<file path="src/rtl/owr_pkg.sv">
package owr_pkg;
  localparam int CMD_W = 8;
  localparam int FAM_W = 8;
  localparam int SER_W = 48;
  localparam int CRC_W = 8;
  localparam int ID_W  = FAM_W + SER_W + CRC_W;
  localparam int PHASES = 3;

  localparam logic [CMD_W-1:0] CMD_READ   = 8'h33;
  localparam logic [CMD_W-1:0] CMD_MATCH  = 8'h55;
  localparam logic [CMD_W-1:0] CMD_SKIP   = 8'hCC;
  localparam logic [CMD_W-1:0] CMD_SEARCH = 8'hF0;

  typedef enum logic [2:0] {
    ST_CMD, ST_READ, ST_MATCH, ST_SEARCH, ST_GRANT, ST_MUTE
  } rom_state_t;

  // Reflected CRC, polynomial x^8+x^5+x^4+1, bits taken LSB first
  function automatic logic [CRC_W-1:0] id_crc(input logic [FAM_W+SER_W-1:0] d);
    logic [CRC_W-1:0] c;
    logic fb;
    c = '0;
    for (int i = 0; i < FAM_W + SER_W; i++) begin
      fb = c[0] ^ d[i];
      c  = c >> 1;
      if (fb) c = c ^ 8'h8C;
    end
    return c;
  endfunction
endpackage

</file>
<file path="src/rtl/owr_cmd_rx.sv">
module owr_cmd_rx
  import owr_pkg::*;
(
  input  logic             clk,
  input  logic             rst_n,
  input  logic             clr,
  input  logic             en,
  input  logic             rx,
  output logic             cmd_valid,
  output logic [CMD_W-1:0] cmd_byte
);
  localparam int CNT_W = $clog2(CMD_W);

  logic [CMD_W-2:0] hold;
  logic [CNT_W-1:0] cnt;

  assign cmd_byte  = {rx, hold};
  assign cmd_valid = en && (cnt == CNT_W'(CMD_W - 1));

  always_ff @(posedge clk or negedge rst_n) begin
    if (!rst_n) begin
      hold <= '0;
      cnt  <= '0;
    end else if (clr) begin
      cnt <= '0;
    end else if (en) begin
      hold <= cmd_byte[CMD_W-1:1];
      cnt  <= cmd_valid ? '0 : cnt + 1'b1;
    end
  end

  // a completed command byte restarts the bit count
  assert_cmd_restart_R1: assert property (@(posedge clk) disable iff (!rst_n)
    cmd_valid |=> (cnt == '0));
endmodule

</file>
<file path="src/rtl/owr_slot_seq.sv">
module owr_slot_seq
  import owr_pkg::*;
#(
  parameter int NBITS = ID_W,
  parameter int NPH   = PHASES
) (
  input  logic                     clk,
  input  logic                     rst_n,
  input  logic                     clr,
  input  logic                     step_bit,
  input  logic                     step_phase,
  output logic [$clog2(NBITS)-1:0] idx,
  output logic [$clog2(NPH)-1:0]   phase,
  output logic                     last_bit,
  output logic                     last_phase
);
  localparam int IDX_W = $clog2(NBITS);
  localparam int PH_W  = $clog2(NPH);

  assign last_bit   = (idx == IDX_W'(NBITS - 1));
  assign last_phase = (phase == PH_W'(NPH - 1));

  always_ff @(posedge clk or negedge rst_n) begin
    if (!rst_n) begin
      idx   <= '0;
      phase <= '0;
    end else if (clr) begin
      idx   <= '0;
      phase <= '0;
    end else if (step_bit) begin
      idx   <= idx + 1'b1;
      phase <= '0;
    end else if (step_phase) begin
      phase <= phase + 1'b1;
    end
  end

  // phase never passes the last slot of a bit
  assert_phase_range_R6: assert property (@(posedge clk) disable iff (!rst_n)
    (last_phase && !clr && !step_bit) |=> !$changed(phase) || phase == '0);
endmodule

</file>
<file path="src/rtl/owr_rom_layer.sv">
module owr_rom_layer
  import owr_pkg::*;
#(
  parameter logic [FAM_W-1:0] FAMILY_CODE = 8'h09,
  parameter logic [SER_W-1:0] SERIAL_NUM  = 48'h0000_1A2B_3C4D
) (
  input  logic clk,
  input  logic rst_n,
  input  logic bus_reset,
  input  logic slot_stb,
  input  logic slot_rx,
  output logic slot_tx,
  output logic mem_grant
);
  localparam int IDX_W = $clog2(ID_W);
  localparam int PH_W  = $clog2(PHASES);
  localparam logic [CRC_W-1:0] ID_CRC = id_crc({SERIAL_NUM, FAMILY_CODE});
  localparam logic [ID_W-1:0]  IDENT  = {ID_CRC, SERIAL_NUM, FAMILY_CODE};

  rom_state_t       st, st_n;
  logic             cmd_en, cmd_valid;
  logic [CMD_W-1:0] cmd_byte;
  logic             seq_clr, seq_bit, seq_ph;
  logic [IDX_W-1:0] idx;
  logic [PH_W-1:0]  phase;
  logic             last_bit, last_phase;
  logic             id_bit;

  assign cmd_en = slot_stb && !bus_reset && (st == ST_CMD);

  owr_cmd_rx u_cmd (
    .clk(clk), .rst_n(rst_n), .clr(bus_reset), .en(cmd_en), .rx(slot_rx),
    .cmd_valid(cmd_valid), .cmd_byte(cmd_byte)
  );

  owr_slot_seq #(.NBITS(ID_W), .NPH(PHASES)) u_seq (
    .clk(clk), .rst_n(rst_n), .clr(seq_clr), .step_bit(seq_bit),
    .step_phase(seq_ph), .idx(idx), .phase(phase),
    .last_bit(last_bit), .last_phase(last_phase)
  );

  assign id_bit = IDENT[idx];

  always_comb begin
    st_n    = st;
    seq_clr = 1'b0;
    seq_bit = 1'b0;
    seq_ph  = 1'b0;
    if (bus_reset) begin
      st_n    = ST_CMD;
      seq_clr = 1'b1;
    end else if (slot_stb) begin
      unique case (st)
        ST_CMD: if (cmd_valid) begin
          seq_clr = 1'b1;
          case (cmd_byte)
            CMD_READ:   st_n = ST_READ;
            CMD_MATCH:  st_n = ST_MATCH;
            CMD_SKIP:   st_n = ST_GRANT;
            CMD_SEARCH: st_n = ST_SEARCH;
            default:    st_n = ST_MUTE;
          endcase
        end
        ST_READ: begin
          if (last_bit) st_n = ST_GRANT;
          else          seq_bit = 1'b1;
        end
        ST_MATCH: begin
          if (slot_rx != id_bit) st_n = ST_MUTE;
          else if (last_bit)     st_n = ST_GRANT;
          else                   seq_bit = 1'b1;
        end
        ST_SEARCH: begin
          if (!last_phase)            seq_ph = 1'b1;
          else if (slot_rx != id_bit) st_n = ST_MUTE;
          else if (last_bit)          st_n = ST_GRANT;
          else                        seq_bit = 1'b1;
        end
        default: ;
      endcase
    end
  end

  always_ff @(posedge clk or negedge rst_n) begin
    if (!rst_n) st <= ST_CMD;
    else        st <= st_n;
  end

  always_comb begin
    unique case (st)
      ST_READ:   slot_tx = id_bit;
      ST_SEARCH: slot_tx = (phase == '0) ? id_bit : (phase == PH_W'(1)) ? ~id_bit : 1'b1;
      default:   slot_tx = 1'b1;
    endcase
  end

  assign mem_grant = (st == ST_GRANT);

  assert_reset_idle_R9: assert property (@(posedge clk) disable iff (!rst_n)
    bus_reset |=> (!mem_grant && slot_tx));

  assert_grant_hold_R11: assert property (@(posedge clk) disable iff (!rst_n)
    (mem_grant && !bus_reset) |=> (mem_grant && slot_tx));

  assert_grant_on_slot_R5: assert property (@(posedge clk) disable iff (!rst_n)
    $rose(mem_grant) |-> $past(slot_stb));

  assert_inverse_slot_R6: assert property (@(posedge clk) disable iff (!rst_n)
    (st == ST_SEARCH && phase == PH_W'(1) && $past(st) == ST_SEARCH && $past(phase) == '0)
      |-> (slot_tx != $past(slot_tx)));

  assert_mute_sticky_R7: assert property (@(posedge clk) disable iff (!rst_n)
    (st == ST_MUTE && !bus_reset) |=> (st == ST_MUTE && slot_tx && !mem_grant));
endmodule

</file>
<file path="config.mk">
export PLATFORM = sky130hd
export DESIGN_NAME = owr_rom_layer
export DESIGN_NICKNAME = d
export VERILOG_FILES = /design/src/rtl/owr_pkg.sv /design/src/rtl/owr_cmd_rx.sv /design/src/rtl/owr_slot_seq.sv /design/src/rtl/owr_rom_layer.sv
export SDC_FILE = /design/constraint.sdc
export NUM_CORES = 1
export LEC_CHECK = 0
export BUFFER_PORTS_ARGS = -buffer_cell sky130_fd_sc_hd__clkbuf_2
export CORE_MARGIN = 3
export CORE_UTILIZATION = 48
export DETAILED_ROUTE_END_ITERATION = 10
export SYNTH_ARGS = -nofsm -noshare
export SYNTH_HDL_FRONTEND = slang
export SYNTH_SLANG_ARGS = --single-unit
export TNS_END_PERCENT = 100
</file>
<file path="constraint.sdc">
create_clock -name clk -period 3 [get_ports clk]
set_clock_uncertainty 0.2 [all_clocks]
set_input_delay 0.6 -clock clk [delete_from_list [all_inputs] [get_ports clk]]
set_output_delay 0.6 -clock clk [all_outputs]
set_load 0.01 [all_outputs]
</file>
After elaboration in Yosys (flattened, before gate mapping). Memories as Yosys holds them, arrays and structs flattened. Index checks and enable logic that the tools add are counted. Widths: inputs -> output; s select.

Equality and inequality tests: 15. Add/subtract/negate cells: 3. Multiplexer cells: 34. Reduce and logical (&&, ||, !) cells: 13. $lt $le $gt $ge: 1. Bitwise gates (word level): 2.

Operators with widths (count): $mux 3 (9); $pmux 3 s4 (2); $eq 8x8->1 const B (2); $mux 1 (16); $mux 6 (2); $eq 8x6->1 const B (1); $eq 8x7->1 const B (1); $lt 6x7->1 const B (1); $add 6x1->6 const B (1); $eq 3x2->1 const B (2); $eq 3x3->1 const B (2); $eq 6x6->1 const B (1); $mux 2 (3); $reduce_bool 2->1 (3); $reduce_bool 5->1 (1); $reduce_and 4->1 (1); $add 3x1->3 const B (1); $eq 3x1->1 const B (1); $logic_and 1x1->1 (3); $logic_not 3->1 (1); $ne 3x2->1 const B (1); $ne 3x3->1 const B (1); $pmux 1 s3 (1); $reduce_bool 3->1 (1); other kinds (9) (10).

Register bits: 21. Memories: 1. Output and inout port bits: 2. Bits in read-only memories: 64. Input port bits: 5.

Memories: (name not given) (depth 64, bits a word 1, read ports 1, clocked after memory_dff 0, wr ports 0, line owr_rom_layer.sv:42) `assign id_bit = IDENT[idx];`.

Depth between registers and ports, before layout.
Depth after elaboration: 10. Gate-level depth with buffers: 9.

Modules after synthesis. A second synthesis with hierarchy kept.

Cells, all modules: 167. Area, all modules: 1620.3 µm².

Modules (own cells, without submodules): owr_rom_layer (cells each 98, times used 1, area each 767.0 µm², sequential area each 75.1 µm²); owr_cmd_rx (cells each 31, times used 1, area each 461.7 µm², sequential area each 250.2 µm²); owr_slot_seq (cells each 38, times used 1, area each 391.6 µm², sequential area each 200.2 µm²).

Least setup slack after synthesis. OpenSTA, ideal clock, no wires.

Path kind: register -> output. Start point: register u_seq.idx[0]. End point: output slot_tx. Arrival time: 1.783 ns. Data required time: 2.200 ns. Cell stages (with the launch flop): 8. Slack: 0.417 ns. Cell sequence: dfrtp_1 > inv_1 > ha_1 > nor3_1 > a21oi_1 > a221o_1 > mux2i_1 > nand3_1.

Word-level cells in the longest chain between the ends: 6.

Ends and longest elaborated chain: start, declared (line owr_slot_seq.sv:12) `output logic [$clog2(NBITS)-1:0] idx,`; start signal, assigned (line owr_slot_seq.sv:31) `idx <= idx + 1'b1;`; $mem_v2 64x1 *; $mux 1 (implied by the code) * (line owr_rom_layer.sv:42); $not 1->1 (line owr_rom_layer.sv:92) `ST_SEARCH: slot_tx = (phase == '0) ? id_bit : (phase == PH_W'(1)) ? ~id_bit : 1'b1;`; $mux 1 (2 in series) (line owr_rom_layer.sv:92); $pmux 1 s2 * (line owr_rom_layer.sv:90) `unique case (st)`; end, declared (line owr_rom_layer.sv:12) `output logic slot_tx,`.

Every way passes the cells marked *; elsewhere a longest branch is shown, timed or not. The select of a mux whose other input is x is not followed.

Final worst setup path. Same ends and word-level chain as after synthesis.

==> metrics.cfg <==
[job]
maxCapViolCount = 0

[die]
initial_core_util_pct = 52.2
fp.dieW_um = 61.9
dieHeight_um = 61.9
placementRows = 19
die-area_um2 = 3840
core_area_um2 = 2880
ios = 7

[cells_and_area]
n_antenna_cell = 0
multiInputGateArea_um2 = 958
drive_above_1_share_pct = 21.0
seq_area_um2 = 526
layout.nets = 180
fillerInstances = 258
syn2layout_area_growth_pct = 10.3
fin_area_um2 = 1660

[drt]
wl_um = 2920
vias = 1123
ant_nets = 0
routedWlPerCell_um = 14.3
vias_per_cell = 5.50
dr.pass1.iters = 4
first_iter_violations = 47
drc = 0

[grt]
grt_pass1_wl_um = 4950
grt_use_total_pct = 17.2
antenna_found_initial = 0
grt_pass1_vias = 1073
grt-ovfl-total = 0
grt_start_max_net_pins = 22

[synth]
synthMuxAreaShare_pct = 11.2
synth_area_um2 = 1500
synthCells = 151
ys_warn_count = 0
synth_compound_area_share_pct = 14.8
synth-xor-area-share_pct = 1.17
syn_nets = 168
synth-simple-area-share_pct = 24.2
yosysUniqueCellTypes = 46
synth_top_family_by_area = simple AND/OR/NAND/NOR gates
synth_area_per_cell_um2 = 9.94
async_flop_share_pct = 100
synthAdderAreaFrac_pct = 10.0
seq_area_frac_synth_pct = 35.0
ys_ff_latch = 21
synthFlopType = dfrtp_1
synth-edff-count = 0

[timing]
max_freq_mhz = 342
setup-violations-final = 0
report.final.slew_viol_count = 0
hold_slack_ns = 0.0447
worst_pin_slew_ns = 0.847
rsz0062_at_grt = true
post-route-period-util_pct = 97.5
slew_headroom_pct = 43.3
min_period_ns = 2.93
hold_viol = 0
fin_setup_tns_ns = 0

[clock_network]
cts_htree_levels = 1
cts_sinks = 21
clk_pin_slew_ns = 0.12
cts_buffers = 3
cts_tree = yes
clk_latency_ns = 0.31
root_buffer = clkbuf_4
cts_buffer_depth = 2

[placement]
numPortBuffers = 6
gp_congestion = 0.874
hpwlAfterDp_um = 2080
placed_cell_area_um2 = 1560

[worst_setup_path]
r2r-end = u_seq.idx[5]$_DFFE_PN0P_
rr_startpoint = u_seq.idx[0]$_DFFE_PN0P_
crit_type = flop to output port
cp-start-kind = flop
reg2regPathDepth = 10
r2r_setup_slack_ns = 0.38
critPathCaptureType = output port
cp_max_fo = 4
crit_required_ns = 2.20
worstPathArrival_ns = 2.13

[power]
max-vdd-ir-drop_v = 0.000270
finalPower_mw = 0.587
power_density_nw_per_um2 = 354
leakagePower_nw = 0.712

[run_status]
status = finished clean

[worst_hold_path]
hp-class = input port to asynchronous set/reset pin

stage by stage:
| step | utilization (%) | std cells | worst slack (ns) |
|---|---|---|---|
| 5_1_grt | 57.6 | 204 | -0.0580 |
| 6_report | 57.6 | 204 | 0.0739 |
| 4_1_cts | 55.6 | 202 | 0.0101 |
| 3_3_place_gp | 54.2 | 196 | 0.330 |
| 3_5_place_dp | 54.2 | 196 | 0.288 |
| 2_1_floorplan | - | 151 | 0.417 |
cell usage after synthesis (2+ instances only):
library cell | instances | area share [%]
mux2_4 | 2 | 2.0
and3_1 | 4 | 1.7
a21oi_1 | 4 | 1.3
nand2_1 | 15 | 3.7
buf_6 | 2 | 1.5
nor3_1 | 4 | 1.3
ha_1 | 12 | 10
nor2_1 | 6 | 1.5
inv_1 | 6 | 1.5
and3_4 | 2 | 1.5
nor4b_1 | 2 | 1.2
o21ai_1 | 5 | 1.7
nand3b_1 | 3 | 1.5
xnor2_1 | 2 | 1.2
mux2i_1 | 7 | 4.7
a31oi_1 | 2 | 0.83
mux2_1 | 6 | 4.5
nor2b_1 | 7 | 2.9
o21ai_0 | 8 | 2.7
nand2b_1 | 3 | 1.3
nand3_1 | 4 | 1.3
dfrtp_1 | 21 | 35
layout by cell type (no fill, tap or decap), types with 2 or more instances in the layout:
master,instances
dfrtp_1,21
buf_4,4
nand2b_1,3
nand3_1,4
nor4b_1,2
clkbuf_2,5
a21oi_1,3
o21ai_1,5
nor2b_1,7
and3_1,4
xnor2_1,2
mux2_4,2
clkbuf_4,3
inv_2,2
o21ai_0,8
ha_1,10
mux2i_1,6
nor3_1,3
nand3b_1,3
inv_1,4
mux2_1,6
and3_4,2
nor2_1,6
a31oi_1,2
nand2_1,15
kinds of logic after synthesis:
logic type,after synthesis
simple gates,60
xor+xnor,2
fa+ha+maj,12
mux,15
buf+inv,10
flops,21
compound gates,31
final cells by class:
type,instances,area share [%]
Multi-Input combinational cell,120,57.9
Timing Repair Buffer,11,4.31
Inverter,6,1.36
Clock buffer,4,1.59
Sequential cell,21,31.7
Tap cell,42,3.17
where the power goes:
group,switching [mW],leakage [nW],internal (mW)
Clock,0.0900,0.0150,0.0518
Combinational,0.0477,0.417,0.0470
Sequential,0.0324,0.280,0.318
Total,0.170,0.712,0.416
flip-flops by register name (all words and copies together) (netlist names):
name,count
u_seq.phase,2
u_seq.idx,6
u_cmd.hold,7
u_cmd.cnt,3
st,3
what timing repair did:
item / CTS / global route
gates resized for setup: 0 / 10
setup buffers: 2 / 2
hold buffers: 0 / 0
pin swaps: 1 / 3
setup endpoints to repair: 1 / 1
metal layers:
layer | track usage (%) | vias to the layer above | routed length (um)
met5 | 0 | - | 0
met4 | 5.45 | 0 | 51
met3 | 2.48 | 6 | 83
met2 | 25.9 | 18 | 1290
met1 | 25.4 | 535 | 1500
li1 | - | 564 | -
critical path, cell delays in order, from the launching register on:
cell     delay, ns
dfrtp_1       0.44
inv_2         0.11
ha_4          0.22
nor3_2        0.20
a21oi_2       0.06
a221o_1       0.40
mux2i_1       0.16
nand3_1       0.08
buf_2         0.14
worst max-delay path by stage:
stage / start / to
CTS: u_seq.idx[1]$_DFFE_PN0P_ / slot_tx
global route: u_seq.idx[0]$_DFFE_PN0P_ / slot_tx
global placement: u_seq.idx[1]$_DFFE_PN0P_ / slot_tx
detailed placement: u_seq.idx[1]$_DFFE_PN0P_ / slot_tx
floorplan: u_seq.idx[0]$_DFFE_PN0P_ / slot_tx
finish: u_seq.idx[0]$_DFFE_PN0P_ / slot_tx
Note: power is estimated with default switching activity, not from simulation.
